## src/rtl/ctrlSeqPkg.sv

```systemverilog
package ctrlSeqPkg;

  typedef enum logic [2:0] {
    ST_IDLE    = 3'd0,
    ST_RD_REQ  = 3'd1,
    ST_RD_WAIT = 3'd2,
    ST_RD_CAP  = 3'd3,
    ST_WR_REQ  = 3'd4,
    ST_WR_WAIT = 3'd5,
    ST_WR_SUP  = 3'd6,
    ST_REST    = 3'd7
  } seqState_e;

  // strobes from control to datapath
  typedef struct packed {
    logic loadReq;   // a transaction leaves idle this edge
    logic latchRd;   // capture a read beat this edge
    logic finish;    // the data phase ends this edge
    logic driveWr;   // write pattern on the bus
  } seqStrobe_t;

endpackage

```

## src/rtl/seqControl.sv

```systemverilog
module seqControl
  import ctrlSeqPkg::*;
(
  input  logic       clk,
  input  logic       rst,
  input  logic       userRd,
  input  logic       userWr,
  input  logic       ctlReady,
  input  logic       ctlWdataReq,
  input  logic       ctlRdValid,
  output logic       ctlRdReq,
  output logic       ctlWrReq,
  output seqStrobe_t strobe
);

  seqState_e stateQ, stateD;

  always_ff @(posedge clk) begin
    if (rst) stateQ <= ST_IDLE;
    else     stateQ <= stateD;
  end

  always_comb begin
    stateD = stateQ;
    unique case (stateQ)
      ST_IDLE: begin
        if (userRd)      stateD = ST_RD_REQ;
        else if (userWr) stateD = ST_WR_REQ;
      end
      ST_RD_REQ:  if (ctlReady)     stateD = ST_RD_WAIT;
      ST_RD_WAIT: if (ctlRdValid)   stateD = ST_RD_CAP;
      ST_RD_CAP:  if (!ctlRdValid)  stateD = ST_REST;
      ST_WR_REQ:  if (ctlReady)     stateD = ST_WR_WAIT;
      ST_WR_WAIT: if (ctlWdataReq)  stateD = ST_WR_SUP;
      ST_WR_SUP:  if (!ctlWdataReq) stateD = ST_REST;
      ST_REST:    if (!userRd && !userWr) stateD = ST_IDLE;
      default:    stateD = ST_IDLE;
    endcase
  end

  assign ctlRdReq = (stateQ == ST_RD_REQ);
  assign ctlWrReq = (stateQ == ST_WR_REQ);

  always_comb begin
    strobe.loadReq = (stateQ == ST_IDLE) && (userRd || userWr);
    strobe.latchRd = ((stateQ == ST_RD_WAIT) || (stateQ == ST_RD_CAP)) && ctlRdValid;
    strobe.finish  = ((stateQ == ST_RD_CAP) && !ctlRdValid) ||
                     ((stateQ == ST_WR_SUP) && !ctlWdataReq);
    strobe.driveWr = (stateQ == ST_WR_REQ) || (stateQ == ST_WR_WAIT) ||
                     (stateQ == ST_WR_SUP);
  end

endmodule

```

## src/rtl/seqDatapath.sv

```systemverilog
module seqDatapath
  import ctrlSeqPkg::*;
#(
  parameter int ADDR_W = 24,
  parameter int DATA_W = 32,
  parameter int SIZE_W = 3,
  parameter int BURST_LEN = 2,
  parameter logic [ADDR_W-1:0] FIX_ADDR = '0,
  parameter logic [DATA_W-1:0] WR_DATA = '0
) (
  input  logic              clk,
  input  logic              rst,
  input  seqStrobe_t        strobe,
  input  logic [DATA_W-1:0] ctlRdData,
  output logic [ADDR_W-1:0] ctlAddr,
  output logic [SIZE_W-1:0] ctlSize,
  output logic [DATA_W-1:0] ctlWdata,
  output logic [DATA_W-1:0] userRdData,
  output logic              done,
  output logic              match
);

  localparam logic [SIZE_W-1:0] SIZE_VAL = SIZE_W'(BURST_LEN);

  logic [ADDR_W-1:0] addrQ;
  logic [SIZE_W-1:0] sizeQ;
  logic [DATA_W-1:0] rdDataQ;
  logic              doneQ;

  always_ff @(posedge clk) begin
    if (rst) begin
      addrQ <= '0;
      sizeQ <= '0;
    end else if (strobe.loadReq) begin
      addrQ <= FIX_ADDR;
      sizeQ <= SIZE_VAL;
    end
  end

  always_ff @(posedge clk) begin
    if (rst)                 rdDataQ <= '0;
    else if (strobe.latchRd) rdDataQ <= ctlRdData;
  end

  always_ff @(posedge clk) begin
    if (rst) doneQ <= 1'b0;
    else     doneQ <= strobe.finish;
  end

  assign ctlAddr    = addrQ;
  assign ctlSize    = sizeQ;
  assign ctlWdata   = strobe.driveWr ? WR_DATA : '0;
  assign userRdData = rdDataQ;
  assign done       = doneQ;
  assign match      = (rdDataQ == WR_DATA);

endmodule

```

## src/rtl/ctrlSequencer.sv

```systemverilog
module ctrlSequencer
  import ctrlSeqPkg::*;
#(
  parameter int ADDR_W = 24,
  parameter int DATA_W = 32,
  parameter int SIZE_W = 3,
  parameter int BURST_LEN = 2,
  parameter logic [ADDR_W-1:0] FIX_ADDR = 24'h000040,
  parameter logic [DATA_W-1:0] WR_DATA = 32'hA5C3_1E7B
) (
  input  logic              clk,
  input  logic              rst,
  input  logic              userRd,
  input  logic              userWr,
  input  logic              ctlReady,
  input  logic              ctlWdataReq,
  input  logic              ctlRdValid,
  input  logic [DATA_W-1:0] ctlRdData,
  output logic              ctlRdReq,
  output logic              ctlWrReq,
  output logic [ADDR_W-1:0] ctlAddr,
  output logic [SIZE_W-1:0] ctlSize,
  output logic [DATA_W-1:0] ctlWdata,
  output logic [DATA_W-1:0] userRdData,
  output logic              done,
  output logic              match
);

  seqStrobe_t strobe;

  seqControl u_ctrl (
    .clk(clk), .rst(rst), .userRd(userRd), .userWr(userWr),
    .ctlReady(ctlReady), .ctlWdataReq(ctlWdataReq), .ctlRdValid(ctlRdValid),
    .ctlRdReq(ctlRdReq), .ctlWrReq(ctlWrReq), .strobe(strobe)
  );

  seqDatapath #(
    .ADDR_W(ADDR_W), .DATA_W(DATA_W), .SIZE_W(SIZE_W),
    .BURST_LEN(BURST_LEN), .FIX_ADDR(FIX_ADDR), .WR_DATA(WR_DATA)
  ) u_dp (
    .clk(clk), .rst(rst), .strobe(strobe), .ctlRdData(ctlRdData),
    .ctlAddr(ctlAddr), .ctlSize(ctlSize), .ctlWdata(ctlWdata),
    .userRdData(userRdData), .done(done), .match(match)
  );

endmodule

```

## config.mk

```make
export PLATFORM = sky130hd
export DESIGN_NAME = ctrlSequencer
export DESIGN_NICKNAME = d
export VERILOG_FILES = /design/src/rtl/ctrlSeqPkg.sv /design/src/rtl/seqControl.sv /design/src/rtl/seqDatapath.sv /design/src/rtl/ctrlSequencer.sv
export SDC_FILE = /design/constraint.sdc
export NUM_CORES = 1
export LEC_CHECK = 0
export BUFFER_PORTS_ARGS = -buffer_cell sky130_fd_sc_hd__buf_2
export CAP_MARGIN = 10
export CORE_ASPECT_RATIO = 0.75
export CORE_MARGIN = 2
export CORE_UTILIZATION = 25
export CTS_BUF_LIST = sky130_fd_sc_hd__clkbuf_4 sky130_fd_sc_hd__clkbuf_8
export DETAILED_ROUTE_END_ITERATION = 12
export HOLD_SLACK_MARGIN = 0.12
export PLACE_DENSITY = 0.55
export SETUP_SLACK_MARGIN = 0.15
export SYNTH_ARGS = -nofsm -noshare
export SYNTH_HDL_FRONTEND = slang
export SYNTH_SLANG_ARGS = --single-unit
```

## constraint.sdc

```tcl
create_clock -name clk -period 2.6 [get_ports clk]
set_clock_uncertainty 0.05 [all_clocks]
set_input_delay 0.26 -clock clk [delete_from_list [all_inputs] [get_ports clk]]
set_output_delay 0.26 -clock clk [all_outputs]
set_load 0.02 [all_outputs]
```

==> run metrics <==
status finished clean; routed vias 1665; Post-synth EDFFs 0; minimum clock period 2120 ps; startpoint types flip-flop; initial antenna violation count 0; Max-Cap Viols 0; drt first-iter violations 49; crit-path cells nor4b_1 > nand4_1 > nor4_1 > buf_2; Syn Area/Cell 7.92 um^2; CTS buffer count 5; maximum VDD drop 0.199 mV; Worst setup EP type output pin; antenna viol nets, final 0; most frequent cells in the layout buf_2, nand2_1, conb_1; CTS tree done; CTS Hold Buffers Added 0; CP Data Arrival Time 1810 ps; slowest CP cell nor4b_1; Hold Fails Final Rpt 0; gr usage total 0.105; ys flop type dfxtp_1; Worst-Skew Late Latency 280 ps; CTS Sinks 37; Ys Warns 0; CORE AREA 7470 um^2; Port-buffer cells 94; row cnt 27; Fillers 840; depth of the worst register-to-register path 4; Seq cells post-synth 37; setup_tns 0 ps; met2 WL post-DR 2020 um; CP required 2290 ps; Post-DP Area 2210 um^2; clock root buffer clkbuf_8; Leakage Power 1.10 nW; final wirelength 4720 um; kind of critical path flip-flop to output pin; CTS H-Tree Depth 2; DR pass1 iterations 4; Clock Tree Buf Depth 2; distinct cell type count after synthesis 32; Nets 357; PwrDens 595 nW/um^2; wl on met1 2330 um; drt drc 0; Netlist Area Pre-Place 1960 um^2; Congestion Overflow GR 0; highest clock rate 0.473 GHz; Chip Width 106 um; HPWL Detailed 3500 um; CP max stage delay 450 ps; register-to-register setup slack 960 ps; R2R Path End u_dp.userRdData[25]; # setup viols final 0; Area growth, synth to finish 18.2%; Die Ht 80.6 um; Async SR Flop Fraction 0; Wirelength per Cell 11.2 um; largest net degree at the start of global routing 38; Initial Util 0.262; FF-to-FF Start u_ctrl.stateQ[2]; Clock transition at path regs 80 ps; Via-to-Cell Ratio 3.96; RSZ-0062 raised after global routing false; hold path startpoint ctlRdData[6]; share of cells above drive strength 1 0.351; worst hold path depth 3; GP Congestion 0.727; highest metal used met4; met3 WL post-DR 351 um; worst-margin pin slew 735 ps; ANT cells 0; Final Cycle Share 0.814; Syn Inst Count 247; Min Hold Slack 154 ps; CP max FO 3; Relative slew margins 0.510; vias in the first global route 1398; most common cell after layout, fill and taps aside buf_2; first-pass GRT wire length 7040 um; Hold Path Sink u_dp.userRdData[6]; Final Cell Area 2310 um^2; count of final max-slew check failures 0; I/O Pins 134; hold crit path type input pin to flip-flop; Die ar. 8560 um^2; sequential fraction of the synthesis area 0.379
-- worst max-delay path by stage --
stage | start | endpoint | slack (ps) | cells past startpoint
detailed placement | u_dp.userRdData[16] | match | 640 | 4
global route | u_dp.userRdData[15] | match | 280 | 4
CTS | u_dp.userRdData[16] | match | 320 | 4
finish | u_dp.userRdData[15] | match | 480 | 4
global placement | u_dp.userRdData[16] | match | 680 | 4
floorplan | u_ctrl.stateQ[2] | ctlWdata[0] | 360 | 3
-- layer usage --
| metal | track usage | vias up |
|---|---|---|
| met4 | 0.0276 | 0 |
| li1 | - | 858 |
| met5 | 0 | - |
| met1 | 0.146 | 743 |
| met3 | 0.0317 | 2 |
| met2 | 0.157 | 62 |
-- metrics by stage --
step           power (mW)  setup WS [ps]   util  instances
3_5_place_dp        0.962            640  0.296        412
6_report             1.38            484  0.310        420
2_1_floorplan       0.955            365      -        285
5_1_grt              1.45            280  0.310        420
3_3_place_gp        0.960            676  0.296        412
4_1_cts              1.41            317  0.309        420
-- kinds of logic (layout without fill, tap and decap cells) --
kind of cell	after synthesis	after routing	share of synthesized area
and+or+nand+nor	88	88	0.211
buffers and inverters	75	109	0.270
AOI/OAI and AO/OA	44	44	0.128
DFF	37	37	0.379
muxes	2	2	0.0109
other	1	39	0.00192
-- repair_timing --
item,CTS,global route
gates resized for setup,0,1
setup buffers,0,0
setup endpoints to repair,0,1
-- Yosys cell counts (all sizes together), types with 2 or more instances --
| cell type | instances | area share |
|---|---|---|
| inv | 3 | 0.0058 |
| dfxtp | 37 | 0.38 |
| a21boi | 2 | 0.0077 |
| nand4b | 2 | 0.0090 |
| nor3 | 2 | 0.0051 |
| nor2 | 4 | 0.0077 |
| nand2 | 64 | 0.12 |
| nor4b | 2 | 0.0090 |
| clkbuf | 3 | 0.0058 |
| nor4bb | 3 | 0.015 |
| a211oi | 2 | 0.0077 |
| buf | 69 | 0.26 |
| nor3b | 2 | 0.0077 |
| a21oi | 36 | 0.094 |
| nand4 | 2 | 0.0064 |
| a31o | 2 | 0.0090 |
-- state kept, by name (all words and copies together), names as in the netlist --
name and flops:
u_dp.userRdData 32, u_ctrl.stateQ 3, u_dp.ctlAddr 1, u_dp.done 1
-- cell type report --
| type | instances | area, um^2 | share of cell area |
|---|---|---|---|
| tap | 101 | 126 | 0.0547 |
| clock buffer | 6 | 82.6 | 0.0357 |
| timing repair buffer | 98 | 500 | 0.216 |
| sequential | 37 | 741 | 0.320 |
| inverter | 3 | 11.3 | 0.00487 |
| multi-input combinational | 173 | 837 | 0.362 |
| clock inverter | 2 | 13.8 | 0.00595 |
-- report_power, final --
group | switching (mW) | internal [mW] | leakage [nW]
sequential | 0.0337 | 0.593 | 0.300
combinational | 0.215 | 0.106 | 0.745
clock | 0.214 | 0.215 | 0.0512
total | 0.463 | 0.914 | 1.10
-- worst max-delay path: cells and delay by family, from the launching register on --
family / cells / cell delay, ps
buffers and inverters: 1 / 230
AND/OR/NAND/NOR: 3 / 980
flip-flops: 1 / 320
Note: power is estimated with default switching activity, not from simulation.
